`src/rtl/ssu_pkg.sv`:
```
package ssu_pkg;
  typedef enum logic [1:0] {
    SRC_SOFT  = 2'b00,
    SRC_TIMER = 2'b01,
    SRC_EXT   = 2'b10,
    SRC_EXT2  = 2'b11
  } clk_src_e;
endpackage

```
`src/rtl/ssu_sync.sv`:
```
module ssu_sync #(
  parameter int W      = 1,
  parameter int STAGES = 2
) (
  input  logic         clk_i,
  input  logic         rst_ni,
  input  logic [W-1:0] d_i,
  output logic [W-1:0] q_o
);
  logic [W-1:0] stg_q [STAGES];

  for (genvar i = 0; i < STAGES; i++) begin : g_stage
    always_ff @(posedge clk_i or negedge rst_ni) begin
      if (!rst_ni) stg_q[i] <= '0;
      else if (i == 0) stg_q[i] <= d_i;
      else stg_q[i] <= stg_q[(i > 0) ? i - 1 : 0];
    end
  end

  assign q_o = stg_q[STAGES-1];
endmodule

```
`src/rtl/ssu_clk_sel.sv`:
```
module ssu_clk_sel
  import ssu_pkg::*;
(
  input  logic       clk_i,
  input  logic       rst_ni,
  input  logic [1:0] clk_sel_i,
  input  logic       clk_bit_i,
  input  logic       clk_bit_wr_i,
  input  logic       timer_match_i,
  input  logic       toggle_i,
  input  logic       sck_sync_i,
  output logic       shift_ev_o,
  output logic       cnt_ev_o,
  output logic       do_ev_o,
  output logic       ext_o
);
  clk_src_e src;
  logic sck_prev_q, tgl_q;
  logic pin_rise, pin_fall, tgl_rise, tgl_fall, rise, fall;

  always_ff @(posedge clk_i or negedge rst_ni) begin
    if (!rst_ni) begin
      sck_prev_q <= 1'b0;
      tgl_q      <= 1'b0;
    end else begin
      sck_prev_q <= sck_sync_i;
      if (toggle_i) tgl_q <= ~tgl_q;
    end
  end

  always_comb begin
    src      = clk_src_e'(clk_sel_i);
    pin_rise = sck_sync_i & ~sck_prev_q;
    pin_fall = ~sck_sync_i & sck_prev_q;
    tgl_rise = toggle_i & ~tgl_q;
    tgl_fall = toggle_i & tgl_q;
    rise     = clk_bit_i ? tgl_rise : pin_rise;
    fall     = clk_bit_i ? tgl_fall : pin_fall;
    ext_o    = 1'b0;
    do_ev_o  = 1'b0;
    unique case (src)
      SRC_SOFT: begin
        shift_ev_o = clk_bit_wr_i & clk_bit_i;
        cnt_ev_o   = clk_bit_wr_i & clk_bit_i;
      end
      SRC_TIMER: begin
        shift_ev_o = timer_match_i;
        cnt_ev_o   = timer_match_i;
      end
      default: begin
        // Sample on the rising edge, count both edges, drive out on the falling edge
        ext_o      = 1'b1;
        shift_ev_o = rise;
        cnt_ev_o   = rise | fall;
        do_ev_o    = fall;
      end
    endcase
  end
endmodule

```
`src/rtl/ssu_datapath.sv`:
```
module ssu_datapath #(
  parameter int DATA_W = 8,
  parameter int CNT_W  = 4
) (
  input  logic              clk_i,
  input  logic              rst_ni,
  input  logic              shift_ev_i,
  input  logic              cnt_ev_i,
  input  logic              do_ev_i,
  input  logic              ext_i,
  input  logic              din_i,
  input  logic              wr_shift_i,
  input  logic [DATA_W-1:0] wr_shift_data_i,
  input  logic              wr_cnt_i,
  input  logic [CNT_W-1:0]  wr_cnt_data_i,
  input  logic              ovf_clr_i,
  output logic [DATA_W-1:0] shift_o,
  output logic [CNT_W-1:0]  cnt_o,
  output logic              ovf_o,
  output logic              data_o
);
  localparam logic [CNT_W-1:0] CNT_MAX = {CNT_W{1'b1}};

  logic [DATA_W-1:0] shift_q;
  logic [CNT_W-1:0]  cnt_q;
  logic              ovf_q, do_q, wrap;

  assign wrap = cnt_ev_i & ~wr_cnt_i & (cnt_q == CNT_MAX);

  always_ff @(posedge clk_i or negedge rst_ni) begin
    if (!rst_ni) begin
      shift_q <= '0;
      cnt_q   <= '0;
      ovf_q   <= 1'b0;
      do_q    <= 1'b0;
    end else begin
      if (wr_shift_i)      shift_q <= wr_shift_data_i;
      else if (shift_ev_i) shift_q <= {shift_q[DATA_W-2:0], din_i};

      if (wr_cnt_i)      cnt_q <= wr_cnt_data_i;
      else if (cnt_ev_i) cnt_q <= cnt_q + 1'b1;

      if (wrap)           ovf_q <= 1'b1;
      else if (ovf_clr_i) ovf_q <= 1'b0;

      // Output latch: retimed for external clocking, tracks MSB otherwise
      if (!ext_i || do_ev_i) do_q <= shift_q[DATA_W-1];
    end
  end

  assign shift_o = shift_q;
  assign cnt_o   = cnt_q;
  assign ovf_o   = ovf_q;
  assign data_o  = ext_i ? do_q : shift_q[DATA_W-1];
endmodule

```
`src/rtl/serial_shift_unit.sv`:
```
module serial_shift_unit #(
  parameter int DATA_W      = 8,
  parameter int CNT_W       = 4,
  parameter int SYNC_STAGES = 2
) (
  input  logic              clk_i,
  input  logic              rst_ni,
  input  logic [1:0]        clk_sel_i,
  input  logic              clk_bit_i,
  input  logic              clk_bit_wr_i,
  input  logic              timer_match_i,
  input  logic              toggle_i,
  input  logic              ext_sck_i,
  input  logic              data_i,
  input  logic              wr_shift_i,
  input  logic [DATA_W-1:0] wr_shift_data_i,
  input  logic              wr_cnt_i,
  input  logic [CNT_W-1:0]  wr_cnt_data_i,
  input  logic              ovf_clr_i,
  output logic [DATA_W-1:0] shift_o,
  output logic [CNT_W-1:0]  cnt_o,
  output logic              ovf_o,
  output logic              data_o
);
  logic [1:0] sync_q;
  logic       shift_ev, cnt_ev, do_ev, ext;

  // Clock and data share one synchronizer so they stay aligned
  ssu_sync #(.W(2), .STAGES(SYNC_STAGES)) u_sync (
    .clk_i  (clk_i),
    .rst_ni (rst_ni),
    .d_i    ({ext_sck_i, data_i}),
    .q_o    (sync_q)
  );

  ssu_clk_sel u_clk_sel (
    .clk_i         (clk_i),
    .rst_ni        (rst_ni),
    .clk_sel_i     (clk_sel_i),
    .clk_bit_i     (clk_bit_i),
    .clk_bit_wr_i  (clk_bit_wr_i),
    .timer_match_i (timer_match_i),
    .toggle_i      (toggle_i),
    .sck_sync_i    (sync_q[1]),
    .shift_ev_o    (shift_ev),
    .cnt_ev_o      (cnt_ev),
    .do_ev_o       (do_ev),
    .ext_o         (ext)
  );

  ssu_datapath #(.DATA_W(DATA_W), .CNT_W(CNT_W)) u_datapath (
    .clk_i           (clk_i),
    .rst_ni          (rst_ni),
    .shift_ev_i      (shift_ev),
    .cnt_ev_i        (cnt_ev),
    .do_ev_i         (do_ev),
    .ext_i           (ext),
    .din_i           (sync_q[0]),
    .wr_shift_i      (wr_shift_i),
    .wr_shift_data_i (wr_shift_data_i),
    .wr_cnt_i        (wr_cnt_i),
    .wr_cnt_data_i   (wr_cnt_data_i),
    .ovf_clr_i       (ovf_clr_i),
    .shift_o         (shift_o),
    .cnt_o           (cnt_o),
    .ovf_o           (ovf_o),
    .data_o          (data_o)
  );
endmodule

```
`config.mk`:
```
export PLATFORM = sky130hd
export DESIGN_NAME = serial_shift_unit
export DESIGN_NICKNAME = d
export VERILOG_FILES = /design/src/rtl/ssu_pkg.sv /design/src/rtl/ssu_sync.sv /design/src/rtl/ssu_clk_sel.sv /design/src/rtl/ssu_datapath.sv /design/src/rtl/serial_shift_unit.sv
export SDC_FILE = /design/constraint.sdc
export NUM_CORES = 1
export LEC_CHECK = 0
export BUFFER_PORTS_ARGS = -buffer_cell sky130_fd_sc_hd__buf_2
export CORE_UTILIZATION = 50
export CTS_BUF_LIST = sky130_fd_sc_hd__clkbuf_16
export CTS_CLUSTER_SIZE = 25
export DETAILED_ROUTE_END_ITERATION = 6
export PLACE_DENSITY = 0.87
export SYNTH_ARGS = -nofsm -noshare
export SYNTH_HDL_FRONTEND = slang
export SYNTH_SLANG_ARGS = --single-unit
export TNS_END_PERCENT = 50
```
`constraint.sdc`:
```
create_clock -name clk_i -period 3.85 [get_ports clk_i]
set_input_delay 0.5775 -clock clk_i [delete_from_list [all_inputs] [get_ports clk_i]]
set_output_delay 0.5775 -clock clk_i [all_outputs]
set_load 0.05 [all_outputs]
```
==> run_results.csv <==
group,metric,value,unit
global_routing,grt_pass1_wl,3505,um
place,placed_cells,156,
floorplan,die-area,2140,sq um
timing,timing.final.crit_share,0.4817,
cts,post_cts_buffers,0,
timing,hold_viol,0,
global_routing,grt_max_degree,21,
synthesis,yosysWarnings,0,
synthesis,syn_nets,123,
outcome,status,"completed",
timing,relSlewSlack,0.5760,
cells_and_area,stdcell_area,1257,sq um
power_and_ir_drop,peakVddDrop,373.8,uV
critical_path,crit_type,"primary input to output port",
cells_and_area,drive_gt1_frac,0.3134,
detailed_routing,drt_pass1_iterations,4,
global_routing,antenna_found_initial,0,
timing,final_max_slew_viol_count,0,
cts,h-tree-depth,1,
synthesis,syn_area,979.7,sq um
global_routing,grt_pass1_vias,845,
floorplan,ios,39,
detailed_routing,vias,940,
timing,worst_pin_slew,633.2,ps
critical_path,endpoint_kind,"output port",
cts,cts-root-buf,"clkbuf_16",
detailed_routing,ant_nets,0,
place,hpwlAfterDp,1647,um
cells_and_area,num_antenna_cells,0,
synthesis,ys_seq_elements,20,
timing,fin_worst_skew,3.898,ps
synthesis,synth.avg_cell_area,10.10,sq um
power_and_ir_drop,powerDensity,514.2,nW/um^2
critical_path,critPathMaxFanout,8,
detailed_routing,vias_per_cell,5.912,
synthesis,syn_inst,97,
global_routing,grtUsageTotal,0.2303,
cts,cts-buffers-inserted,3,
floorplan,start_util,0.5495,
cts,clock_latency,250,ps
detailed_routing,routed_wl,2232,um
critical_path,cp.arrival,1280,ps
floorplan,rows,15,
cells_and_area,layoutNonFillerInstCount,159,
power_and_ir_drop,p_leak,0.5537,nW
job,max_cap_violations,0,
timing,rsz0062_at_grt,"no",
cells_and_area,areaGrowthSynthToFinish,28.35,%
detailed_routing,avgRoutedWirePerCell,14.04,um
place,gp_congestion,0.7745,
critical_path,rr_worst_depth,4,
timing,clock.fmax,539.2,MHz
cells_and_area,fill_cells,134,
floorplan,core_area,1783,sq um
timing,fin_setup_tns,0,ps
timing,report.final.setup_viol,0,
worst_hold_path,hp-class,"primary input to asynchronous set/reset pin",
synthesis,synth_seq_area_share,0.5109,
critical_path,startpoint_type,"primary input",
power_and_ir_drop,power,646.6,uW
timing,timing.final.crit_period,1854,ps
cts,clk_pin_slew,50,ps
cts,cts_sinks,20,
cells_and_area,fin_nets,162,
place,placed_area,1182,sq um
place,numPortBuffers,38,
cts,cts_tree,"yes",
detailed_routing,drc,0,
timing,timing.hold.ws,268.5,ps
floorplan,die_y,46.27,um
cts,cts_buffer_depth,2,
cts,holdBufCountCts,0,
detailed_routing,drtIter0Drc,24,
cts,cts_resized,0,
global_routing,grt-ovfl-total,0,
floorplan,die_w,46.27,um
critical_path,crit_required,3270,ps
synthesis,synth_cell_types,28,
-- final cells by class --
cell class	instances	area [sq um]	share of cell area
clock buffer	3	75.07	0.05970
inverter	3	11.26	0.008955
multi-input combinational	70	449.2	0.3572
sequential	20	500.5	0.3980
tap	25	31.28	0.02488
timing repair buffer	38	190.2	0.1512
-- critical path, stage by stage --
cell and delay (ps):
buf_2 160, mux2_1 330, buf_2 210
-- routing by layer --
layer	part of all wire	track usage	vias up
li1	-	-	440
met1	0.41	0.2843	442
met2	0.51	0.3887	52
met3	0.075	0.03922	6
met4	0.012	0.1059	0
met5	0	0	-
-- flip-flops by register name (all words and copies together) (netlist names) --
signal	cells
u_datapath.cnt_o	4
u_datapath.ovf_o	1
u_datapath.shift_o	8
u_clk_sel.sck_prev_q	1
u_clk_sel.tgl_q	1
u_datapath.do_q	1
u_sync.q_o	2
u_sync.stg_q	2
-- final timing paths --
path                                      startpoint                              end  slack (ps)
setup / recovery                        clk_sel_i[1]                           data_o        2000
hold / removal                                rst_ni  u_datapath.cnt_o[2]$_DFFE_PN0P_         270
setup reg to reg             u_sync.q_o[1]$_DFF_PN0_  u_datapath.cnt_o[3]$_DFFE_PN0P_        2240
hold reg to reg            u_sync.stg_q[3]$_DFF_PN0_          u_sync.q_o[1]$_DFF_PN0_         350
max in group asynchronous                     rst_ni        u_sync.stg_q[2]$_DFF_PN0_        3270
min in group clk_i         u_sync.stg_q[3]$_DFF_PN0_          u_sync.q_o[1]$_DFF_PN0_         350
-- cell usage after synthesis --
cell	instances	area, sq um
o32ai_1	1	8.760
a21oi_1	9	45.04
nand2b_1	3	18.77
o211a_2	1	10.01
nor2b_1	11	68.82
clkbuf_1	1	3.750
dfrtp_1	20	500.5
mux2_1	2	22.52
and2_1	1	6.260
nand2_1	1	3.750
a31oi_1	11	68.82
o21ai_1	10	50.05
or3_1	1	6.260
nor2_1	2	7.510
nand3b_1	2	15.01
inv_1	3	11.26
o31a_1	2	17.52
o211ai_1	2	15.01
nand3_1	3	15.01
or4_1	1	7.510
a2bb2oi_1	1	8.760
a32oi_1	1	8.760
buf_2	3	15.01
nor4_1	1	6.260
a32o_1	1	10.01
ha_1	1	12.51
xor2_1	1	8.760
o31ai_1	1	7.510
-- per-stage QoR --
step / util / setup WS (ps)
CTS: 0.7053 / 1996
global route: 0.7053 / 1959
floorplan: - / 2027
finish: 0.7053 / 1996
global placement: 0.6632 / 1963
detailed placement: 0.6632 / 1897
-- logic make-up after synthesis --
group,count (synthesis),synth area share
DFF,20,0.5109
AOI/OAI and AO/OA,40,0.2554
muxes,2,0.02299
buffers and inverters,7,0.03064
adders and majority gates,1,0.01277
xor gates and xnor gates,1,0.008942
and+or+nand+nor,26,0.1584
-- report_power, final --
part	total, mW	internal (mW)	switching (mW)
Combinational	0.182	0.0563	0.126
Sequential	0.260	0.238	0.0222
Clock	0.204	0.137	0.0675
Total	0.647	0.431	0.216
-- cells in the final DEF (no fill, tap or decap), types with 2 or more instances in the layout --
master and n:
buf_2 38, dfrtp_1 20, a31oi_1 11, nor2b_1 11, o21ai_1 10, a21oi_1 9
nand2b_1 3, inv_1 3, nand3_1 3, clkbuf_16 3, mux2_1 2, nand3b_1 2
o211ai_1 2, nor2_1 2, o31a_1 2
Power figures use the tool's default switching activity.
